## src/rtl/dsadc_pkg.sv

```systemverilog
package dsadc_pkg;
  typedef enum logic [1:0] {
    PH_IDLE  = 2'd0,
    PH_INTEG = 2'd1,
    PH_DEINT = 2'd2,
    PH_DONE  = 2'd3
  } phase_e;
endpackage

```

## src/rtl/dsadc_counter.sv

```systemverilog
module dsadc_counter #(
  parameter int unsigned CW = 9
) (
  input  logic          clk,
  input  logic          rst_n,
  input  logic          clr_i,
  input  logic          inc_i,
  output logic [CW-1:0] cnt_o,
  output logic          full_o
);
  logic [CW-1:0] cnt_q;

  always_ff @(posedge clk or negedge rst_n) begin
    if (!rst_n)     cnt_q <= '0;
    else if (clr_i) cnt_q <= '0;
    else if (inc_i) cnt_q <= cnt_q + 1'b1;
  end

  assign cnt_o  = cnt_q;
  assign full_o = &cnt_q;


  no_wrap_chk: assert property (@(posedge clk) disable iff (!rst_n)
    (inc_i && !clr_i) |-> !full_o)
    else $error("counter asked to wrap");
endmodule

```

## src/rtl/dsadc_seq.sv

```systemverilog
module dsadc_seq
  import dsadc_pkg::*;
#(
  parameter int unsigned INT_BITS = 8,
  localparam int unsigned CW      = INT_BITS + 1,
  localparam int unsigned INT_LEN = 1 << INT_BITS
) (
  input  logic          clk,
  input  logic          rst_n,
  input  logic          start_i,
  input  logic          cmp_hi_i,
  input  logic [CW-1:0] cnt_i,
  input  logic          full_i,
  output phase_e        phase_o,
  output logic          clr_o,
  output logic          inc_o,
  output logic          latch_o,
  output logic          ovr_o
);
  localparam logic [CW-1:0] INT_LAST = CW'(INT_LEN - 1);

  phase_e phase_q, phase_d;

  always_comb begin
    phase_d = phase_q;
    clr_o   = 1'b0;
    inc_o   = 1'b0;
    latch_o = 1'b0;
    ovr_o   = 1'b0;
    unique case (phase_q)
      PH_IDLE: begin
        if (start_i) begin
          phase_d = PH_INTEG;
          clr_o   = 1'b1;
        end
      end
      PH_INTEG: begin
        if (cnt_i == INT_LAST) begin
          phase_d = PH_DEINT;
          clr_o   = 1'b1;
        end else begin
          inc_o = 1'b1;
        end
      end
      PH_DEINT: begin
        if (!cmp_hi_i) begin
          phase_d = PH_DONE;
          latch_o = 1'b1;
        end else if (full_i) begin
          phase_d = PH_DONE;
          latch_o = 1'b1;
          ovr_o   = 1'b1;
        end else begin
          inc_o = 1'b1;
        end
      end
      PH_DONE: phase_d = PH_IDLE;
      default: phase_d = PH_IDLE;
    endcase
  end

  always_ff @(posedge clk or negedge rst_n) begin
    if (!rst_n) phase_q <= PH_IDLE;
    else        phase_q <= phase_d;
  end

  assign phase_o = phase_q;


  done_pulse_chk: assert property (@(posedge clk) disable iff (!rst_n)
    (phase_q == PH_DONE) |=> (phase_q == PH_IDLE))
    else $error("done phase lasted more than one cycle");


  integ_len_chk: assert property (@(posedge clk) disable iff (!rst_n)
    (phase_q == PH_INTEG) |-> (cnt_i <= INT_LAST))
    else $error("integrate phase overran its window");


  deint_from_zero_chk: assert property (@(posedge clk) disable iff (!rst_n)
    (phase_q == PH_DEINT && $past(phase_q) == PH_INTEG) |-> (cnt_i == '0))
    else $error("de-integrate count did not restart at zero");


  start_ignored_chk: assert property (@(posedge clk) disable iff (!rst_n)
    (phase_q != PH_IDLE) |=> (phase_q != PH_INTEG) || ($past(phase_q) == PH_INTEG))
    else $error("integrate phase entered from a busy phase");
endmodule

```

## src/rtl/dsadc_result.sv

```systemverilog
module dsadc_result #(
  parameter int unsigned CW = 9
) (
  input  logic          clk,
  input  logic          rst_n,
  input  logic          latch_i,
  input  logic [CW-1:0] val_i,
  input  logic          ovr_i,
  output logic [CW-1:0] res_o,
  output logic          ovr_o
);
  logic [CW-1:0] res_q;
  logic          ovr_q;

  always_ff @(posedge clk or negedge rst_n) begin
    if (!rst_n) begin
      res_q <= '0;
      ovr_q <= 1'b0;
    end else if (latch_i) begin
      res_q <= val_i;
      ovr_q <= ovr_i;
    end
  end

  assign res_o = res_q;
  assign ovr_o = ovr_q;


  hold_result_chk: assert property (@(posedge clk) disable iff (!rst_n)
    !latch_i |=> ($stable(res_q) && $stable(ovr_q)))
    else $error("result changed without a latch");


  ovr_full_scale_chk: assert property (@(posedge clk) disable iff (!rst_n)
    ovr_q |-> (&res_q))
    else $error("overrange flagged with a count below full scale");
endmodule

```

## src/rtl/dual_slope_ctrl.sv

```systemverilog
module dual_slope_ctrl
  import dsadc_pkg::*;
#(
  parameter int unsigned INT_BITS = 8,
  localparam int unsigned CW      = INT_BITS + 1
) (
  input  logic          clk,
  input  logic          rst_n,
  input  logic          start_i,
  input  logic          cmp_hi_i,
  output logic          in_sel_o,
  output logic          int_clear_o,
  output logic [CW-1:0] result_o,
  output logic          ovr_o,
  output logic          done_o
);
  phase_e        phase;
  logic          cnt_clr, cnt_inc, cnt_full, latch, ovr_hit;
  logic [CW-1:0] cnt;

  dsadc_seq #(.INT_BITS(INT_BITS)) seq_i (
    .clk     (clk),
    .rst_n   (rst_n),
    .start_i (start_i),
    .cmp_hi_i(cmp_hi_i),
    .cnt_i   (cnt),
    .full_i  (cnt_full),
    .phase_o (phase),
    .clr_o   (cnt_clr),
    .inc_o   (cnt_inc),
    .latch_o (latch),
    .ovr_o   (ovr_hit)
  );

  dsadc_counter #(.CW(CW)) cnt_i (
    .clk   (clk),
    .rst_n (rst_n),
    .clr_i (cnt_clr),
    .inc_i (cnt_inc),
    .cnt_o (cnt),
    .full_o(cnt_full)
  );

  dsadc_result #(.CW(CW)) res_i (
    .clk    (clk),
    .rst_n  (rst_n),
    .latch_i(latch),
    .val_i  (cnt),
    .ovr_i  (ovr_hit),
    .res_o  (result_o),
    .ovr_o  (ovr_o)
  );

  assign in_sel_o    = (phase == PH_DEINT);
  assign int_clear_o = (phase == PH_IDLE) || (phase == PH_DONE);
  assign done_o      = (phase == PH_DONE);


  clear_after_done_chk: assert property (@(posedge clk) disable iff (!rst_n)
    done_o |=> (int_clear_o && !in_sel_o && !done_o))
    else $error("block did not return to idle after done");
endmodule

```

## config.mk

```make
export PLATFORM = sky130hd
export DESIGN_NAME = dual_slope_ctrl
export DESIGN_NICKNAME = d
export VERILOG_FILES = /design/src/rtl/dsadc_pkg.sv /design/src/rtl/dsadc_counter.sv /design/src/rtl/dsadc_seq.sv /design/src/rtl/dsadc_result.sv /design/src/rtl/dual_slope_ctrl.sv
export SDC_FILE = /design/constraint.sdc
export NUM_CORES = 1
export LEC_CHECK = 0
export BUFFER_PORTS_ARGS = -buffer_cell sky130_fd_sc_hd__buf_2
export CAP_MARGIN = 20
export CORE_MARGIN = 4
export CORE_UTILIZATION = 49
export DETAILED_ROUTE_END_ITERATION = 16
export PLACE_DENSITY_LB_ADDON = 0.12
export SLEW_MARGIN = 25
export SYNTH_ARGS = -nofsm -noshare
export SYNTH_HDL_FRONTEND = slang
export SYNTH_HIERARCHICAL = 1
export SYNTH_SLANG_ARGS = --single-unit
```

## constraint.sdc

```tcl
create_clock -name clk -period 2.94 [get_ports clk]
set_input_delay 0.588 -clock clk [delete_from_list [all_inputs] [get_ports clk]]
set_output_delay 0.588 -clock clk [all_outputs]
set_load 0.02 [all_outputs]
```

# After elaboration in Yosys (flattened, before gate mapping)
# Index checks and enable logic that the tools add are counted.
[op_classes] reduce_logical=5 eq_ne=7 mux=19 n_addsub=1
[op_table] operator="$mux 9" count=2
[op_table] operator="$mux 1" count=10
[op_table] operator="$add 9x1->9 const B" count=1
[op_table] operator="$eq 9x8->1 const B" count=1
[op_table] operator="$reduce_and 9->1" count=1
[op_table] operator="$mux 2" count=4
[op_table] operator="$pmux 2 s4" count=1
[op_table] operator="$eq 2x2->1 const B" count=2
[op_table] operator="$pmux 1 s2" count=2
[op_table] operator="$ne 3x2->1 const B" count=1
[op_table] operator="$reduce_and 3->1" count=1
[op_table] operator="$eq 2x1->1 const B" count=1
[op_table] operator="$logic_not 2->1" count=1
[op_table] operator="$ne 2x1->1 const B" count=1
[op_table] operator="$ne 2x2->1 const B" count=1
[op_table] operator="$reduce_bool 2->1" count=1
[op_table] operator="$logic_or 1x1->1" count=1
[totals] output_inout_bits=13 word_cells=36 reg_bits=21 input_bits=4

# Depth between registers and ports, before layout
# Gate-level depths: netlist (run 1).
[depth] ltp_word=6 mapped_depth=10 mapped_depth_nobuf=9

# Hierarchy
# The synthesis (run 1) kept the hierarchy.
[by_module_without_submodules] module="dsadc_counter" seq_area_each_um2=225.2 area_per_inst_um2=447.9 cells_per_inst=43 n_inst=1
[by_module_without_submodules] module="dsadc_result" seq_area_each_um2=250.2 area_per_inst_um2=411.6 cells_per_inst=21 n_inst=1
[by_module_without_submodules] module="dsadc_seq" seq_area_each_um2=50.0 area_per_inst_um2=252.7 cells_per_inst=25 n_inst=1
[by_module_without_submodules] module="dual_slope_ctrl" seq_area_each_um2=0.0 area_per_inst_um2=28.8 cells_per_inst=3 n_inst=1

# Least setup slack after synthesis (run 1)
# OpenSTA, ideal clock, no wires.
[synth_timing] path_type="register -> register" from="register cnt_i.cnt_q[0] (netlist: cnt_i/cnt_o[0])" to="register cnt_i.cnt_q[5] (netlist: cnt_i/cnt_o[5])" required_time_ps=2862 stages_incl_launch_ff=11 setup_ps=78 slack_ps=890 n_path_buf=1 arrival_ps=1972 period_less_slack_ps=2050 path_cell_list="dfrtp_1 -> ha_1 -> nand3_1 -> nor2_1 -> ha_1 -> o21ai_0 -> and2_1 -> buf_4 -> nand4_4 -> or3_1 -> a21oi_1"
[synth_between] elab_chain_cells=5 word_cells_on_any_way=12 cone_classes="add/sub: 1; eq/ne: 1; mux: 8; reduce/logical: 2"
[synth_rtl] element="start, declared" line="dsadc_counter.sv:11" text="logic [CW-1:0] cnt_q;"
[synth_rtl] element="start signal, assigned" line="dsadc_counter.sv:16" text="else if (inc_i) cnt_q <= cnt_q + 1'b1;"
[synth_rtl] element="$reduce_and 9->1" line="dsadc_counter.sv:20" text="assign full_o = &cnt_q;"
[synth_rtl] element="via cnt_full" line="dual_slope_ctrl.sv:18" text="logic cnt_clr, cnt_inc, cnt_full, latch, ovr_hit;"
[synth_rtl] element="$mux 1" line="dsadc_seq.sv:49" text="end else if (full_i) begin"
[synth_rtl] element="$mux 1" line="dsadc_seq.sv:46" text="if (!cmp_hi_i) begin"
[synth_rtl] element="$pmux 1 s2" line="dsadc_seq.sv:30" text="unique case (phase_q)"
[synth_rtl] element="via cnt_inc" line="dual_slope_ctrl.sv:18"
[synth_rtl] element="$reduce_bool 2->1 (no line)"
# The timed path passes the listed nets, and every way through them passes these cells. The select of a mux whose other input is x is not followed.
# A chain may end at the register's enable or synchronous reset.

# Final worst setup path (run 1)
[layout_timing] from="register cnt_i.cnt_q[0] (netlist: cnt_i/cnt_o[0])" to="register cnt_i.cnt_q[7] (netlist: cnt_i/cnt_o[7])"
# Same word-level chain as after synthesis.

==> results of run 1 <==
-- worst max-delay path, cell delays in order (launching register included) --
cell and delay, ns:
dfrtp_1 0.47, ha_1 0.27, nand3_1 0.09, nor2_1 0.05
ha_1 0.21, o21ai_0 0.15, and2_1 0.35, nand4_4 0.16
or3_1 0.34, a21oi_1 0.16
-- sequential cells by signal, indices dropped and copies added (netlist names) --
name	flops
res_i/res_o	9
res_i/ovr_o	1
seq_i/phase_o	2
cnt_i/cnt_o	9
-- worst min-delay path by stage --
stage	from	to	slack [ns]	depth (start not counted)
global placement	res_i/res_o[4]	res_i/res_o[4]	0.49	1
detailed placement	res_i/res_o[2]	res_i/res_o[2]	0.49	1
finish	rst_n	cnt_i/cnt_o[4]	0.22	1
global route	rst_n	cnt_i/cnt_o[4]	0.23	1
floorplan	rst_n	cnt_i/cnt_o[0]	0.29	0
CTS	rst_n	cnt_i/cnt_o[4]	0.23	1
-- kinds of logic after synthesis --
group           share of synthesized area
compound gates                     0.0768
simple gates                        0.137
mux                                 0.171
xor+xnor                           0.0307
flops                               0.461
buf+inv                            0.0362
fa+ha+maj                          0.0877
-- placed cells by master, fill, tap and decap left out --
master,count
dfrtp_1,21
buf_2,16
mux2_4,11
nor2_1,9
ha_1,8
inv_1,5
nand3_1,4
nand2_1,4
o21ai_0,4
clkbuf_4,3
or3_1,3
a21oi_1,3
xor2_1,3
mux2i_1,3
nand4_1,2
buf_4,2
clkbuf_1,1
nand4_4,1
xnor2_1,1
nand4b_4,1
nor3_1,1
a22o_1,1
o31ai_4,1
and2_1,1
a21boi_1,1
o221ai_2,1
-- layer usage --
| metal | global-route usage | vias to the layer above |
|---|---|---|
| li1 | - | 364 |
| met1 | 0.183 | 346 |
| met2 | 0.197 | 15 |
| met3 | 0.0483 | 4 |
| met4 | 0.0610 | 0 |
| met5 | 0 | - |
-- power by group through the flow --
stage,logic (mW),registers (mW),clock network (mW)
after global routing,0.00910,0.289,0.158
after global placement,0.00808,0.294,0
after detailed placement,0.00822,0.294,0
final,0.00756,0.289,0.134
after CTS,0.00819,0.289,0.140
after floorplan,0.0000168,0.294,0
-- stage by stage --
stage | power, mW | worst slack (ns) | utilization
after floorplan | 0.294 | 0.890 | -
after global placement | 0.302 | 0.717 | 0.564
after detailed placement | 0.303 | 0.666 | 0.564
after CTS | 0.437 | 0.636 | 0.576
after global routing | 0.456 | 0.474 | 0.576
final | 0.430 | 0.627 | 0.576
-- final cells by class --
type | count | area, µm² | area share
tap | 28 | 35.0 | 0.0275
sequential | 21 | 526 | 0.412
inverter | 5 | 18.8 | 0.0147
clock buffer | 4 | 26.3 | 0.0206
timing repair buffer | 18 | 95.1 | 0.0746
multi-input combinational | 63 | 574 | 0.450
==> flow_metrics.tcl, run 1 <==
set metrics [dict create \
    status "finished clean" \
    cp-startpoint "cnt_i/cnt_o[0]" \
    crit_fanout 7 \
    fin_skew_ns 0.00507 \
    reg2reg_from "cnt_i/cnt_o[0]" \
    die_h_um 56.3 \
    setup-tns-final_ns 0 \
    detail-route-antenna-nets 0 \
    core_region_area_um2 2210 \
    die-area_um2 3160 \
    p_sw_mw 0.0868 \
    p_sw_frac 0.202 \
    fmax_ghz 0.432 \
    required_ns 3.16 \
    p_comb_frac 0.018 \
    rsz0062_at_grt "no" \
    critPathKind "reg2reg" \
    finalSetupViolCount 0 \
    final_area_um2 1270 \
    hold_violations 0 \
    grt_max_degree 22 \
    grt_usage 0.137 \
    powerDensity_nw_per_um2 337 \
    crit_path_end_kind "flop" \
    synth_edf_count 0 \
    num_vias 729 \
    final_cells 139 \
    ys_seq_elements 21 \
    yosysMostFrequentCell "dfrtp_1" \
    cts-root-buf "clkbuf_4" \
    synth_area_um2 1140 \
    cap_violations 0 \
    synthFlopType "dfrtp_1" \
    met1_length_um 934 \
    p_int_mw 0.343 \
    worst_skew_pair.late_latency_ns 0.30 \
    seqPwrFrac 0.672 \
    start_kind "flop" \
    nNetsFinal 124 \
    cts_setup_buffers 0 \
    synth_cells 92 \
    path_clk_slew_ns 0.11 \
    numCtsBuffers 3 \
    initial_utilization 0.516 \
    fillCellCount 192 \
    rr_worst_depth 9 \
    post-route-period-util 0.787 \
    portBuffers 16 \
    rows 17 \
    drive_above_1_share 0.324 \
    endpoint "cnt_i/cnt_o[7]" \
    synthTopCellsByCount "dfrtp_1 (21), mux2_4 (11), nor2_1 (9)" \
    hold_path_class "in2async" \
    yosysTopAreaCellShare 0.461 \
    syn-num-nets 104 \
    die_x_um 56.3 \
    async_flop_share 1.00 \
    yosysSeqAreaShare 0.461 \
    synth.area.top_cells "dfrtp_1 (46%), mux2_4 (14%), ha_1 (8.8%), nor2_1 (3.0%), mux2i_1 (2.6%)" \
    overflow 0 \
    cts.sinks 21 \
    ctsHoldBuffers 0 \
    p_leak_nw 0.631 \
    wl_met2_um 839 \
    whs_ns 0.220 \
    worstMarginPinSlew_ns 0.453 \
    drt_iter0_markers 10 \
    vias_per_cell 5.24 \
    clockBufferDepth 2 \
    syn_area_per_cell_um2 12.4 \
    peakVddDrop_uv 261 \
    area_delta_synth_final_pct 11.7 \
    relSlewSlack 0.698 \
    ios 17 \
    worstPathArrival_ns 2.54 \
    htreeDepth 1 \
    first_pass_iters 4 \
    grt_pass1_vias 706 \
    yosysWarnings 6 \
    cts_tree "yes" \
    antenna_found_initial 0 \
    grt_pass1_wl_um 3340 \
    synth.distinct_cells 25 \
    drv_slew 0 \
    gp_congestion 0.828 \
    dr.max_layer_used "met4" \
    dp.cells 135 \
    wl_per_cell_um 13.7 \
    diodes 0 \
    dp_hpwl_um 1420 \
    dpl_cell_area_um2 1250 \
    period_minus_slack_ns 2.31 \
    timing.rr.end "cnt_i/cnt_o[7]" \
    wl_um 1910 \
    cts_resized 0 \
    drc 0 \
    wl_met3_um 100 \
    synth_top_area_cell "dfrtp_1" \
    r2r_setup_slack_ns 0.63 \
    p_clk_frac 0.311 \
]
Note: power is estimated with default switching activity, not from simulation.
==> run 2, diff against run 1 <==
Clock period 2.94 ns to 2.3 ns, I/O delays scaled along.
==> flow_metrics.tcl, run 2 (synthesis results as in run 1) <==
set metrics [dict create \
    status "finished clean" \
    drv_slew 0 \
    grt_most_used_layer "met2" \
    finalSetupViolCount 0 \
    cts_setup_buffers 0 \
    cts-root-buf "clkbuf_4" \
    final_common_cell "dfrtp_1" \
    p_leak_nw 0.659 \
    cap_violations 0 \
    drive_above_1_share 0.359 \
    rows 17 \
    rr_worst_depth 9 \
    ctsHoldBuffers 0 \
    cts.sinks 21 \
    grt_max_degree 22 \
    grt_usage 0.151 \
    post-route-period-util 0.939 \
    grt_util_met2 0.214 \
    worstMarginPinSlew_ns 0.474 \
    worst_skew_pair.late_latency_ns 0.31 \
    nNetsFinal 130 \
    fin_total_pwr_mw 0.556 \
    fillCellCount 200 \
    fmax_ghz 0.463 \
    htreeDepth 1 \
    die-area_um2 3160 \
    grt_pass1_wl_um 3680 \
    reg2reg_from "cnt_i/cnt_o[0]" \
    period_minus_slack_ns 2.16 \
    wl_per_cell_um 14.0 \
    relSlewSlack 0.684 \
    rsz0062_at_grt "no" \
    grt_pass1_vias 767 \
    timing.rr.end "cnt_i/cnt_o[7]" \
    path_clk_slew_ns 0.11 \
    portBuffers 16 \
    powerDensity_nw_per_um2 421 \
    crit_fanout 6 \
    setup_ws_ns 0.140 \
    grt_use_met1 0.204 \
    required_ns 2.54 \
    die_x_um 56.3 \
    first_pass_iters 4 \
    initial_utilization 0.516 \
    hold_violations 0 \
    cts_resized 0 \
    gp_congestion 0.771 \
    setup-tns-final_ns 0 \
    drt_iter0_markers 6 \
    vias_per_cell 5.28 \
    post-place-ws_ns 0.176 \
    die_h_um 56.3 \
    overflow 0 \
    dp_hpwl_um 1520 \
    worstPathArrival_ns 2.40 \
    whs_ns 0.0917 \
    diodes 0 \
    numCtsBuffers 3 \
    cts_tree "yes" \
    fin_util 0.597 \
    area_delta_synth_final_pct 15.7 \
    met3_usage 0.0552 \
    clockBufferDepth 2 \
    start_kind "flop" \
    final_cell_mix "dfrtp_1 (21), buf_2 (16), mux2_4 (11)" \
    peakVddDrop_uv 468 \
    drc 0 \
    num_vias 766 \
    ios 17 \
    fin_skew_ns 0.000612 \
    detail-route-antenna-nets 0 \
    core_region_area_um2 2210 \
    wl_um 2030 \
    hold_path_class "in2async" \
    antenna_found_initial 0 \
    r2r_setup_slack_ns 0.14 \
    crit_path_end_kind "flop" \
    critPathKind "reg2reg" \
]
-- run 2: critical path, cell delays in order (launching register included) --
cell and delay (ns):
dfrtp_1 0.40, ha_1 0.24, nand3_1 0.10, nor2_1 0.05
ha_1 0.22, o21ai_0 0.16, and2_1 0.30, nand4_4 0.15
or3_1 0.32, a21oi_1 0.15
-- run 2: per-layer routing --
layer,share of wire,wire length (µm),up-vias
met1,0.47,952,368
met5,0,0,-
met2,0.44,888,23
li1,-,-,371
met4,0.023,46,0
met3,0.071,144,4
-- run 2: how the worst max path moves through the flow --
stage / slack [ns] / from / cells past startpoint / end
3_3_place_gp: 0.24 / cnt_i/cnt_o[0] / 9 / cnt_i/cnt_o[7]
6_report: 0.14 / cnt_i/cnt_o[0] / 9 / cnt_i/cnt_o[7]
5_1_grt: 0.0007 / cnt_i/cnt_o[0] / 9 / cnt_i/cnt_o[5]
4_1_cts: 0.13 / cnt_i/cnt_o[0] / 9 / cnt_i/cnt_o[7]
2_1_floorplan: 0.25 / cnt_i/cnt_o[0] / 10 / cnt_i/cnt_o[5]
3_5_place_dp: 0.18 / cnt_i/cnt_o[0] / 9 / cnt_i/cnt_o[7]
-- run 2: power breakdown --
part           leakage, nW  internal, mW  total, mW  switching [mW]
registers            0.274         0.369      0.369               0
clock network       0.0150        0.0678      0.177           0.109
logic                0.370       0.00185     0.0101         0.00827
total                0.659         0.439      0.556           0.118
-- run 2: area by class of cell --
type,count,area (µm²),share of cell area
inverter,5,18.8,0.0142
tap,28,35.0,0.0265
clock buffer,4,26.3,0.0199
multi-input combinational,63,574,0.435
timing repair buffer,24,140,0.106
sequential,21,526,0.398
-- run 2: metrics by stage --
step / cell area (µm²) / cells
after floorplan: 1140 / 92
after global placement: 1290 / 141
after detailed placement: 1290 / 141
after CTS: 1320 / 145
after global routing: 1320 / 145
final: 1320 / 145
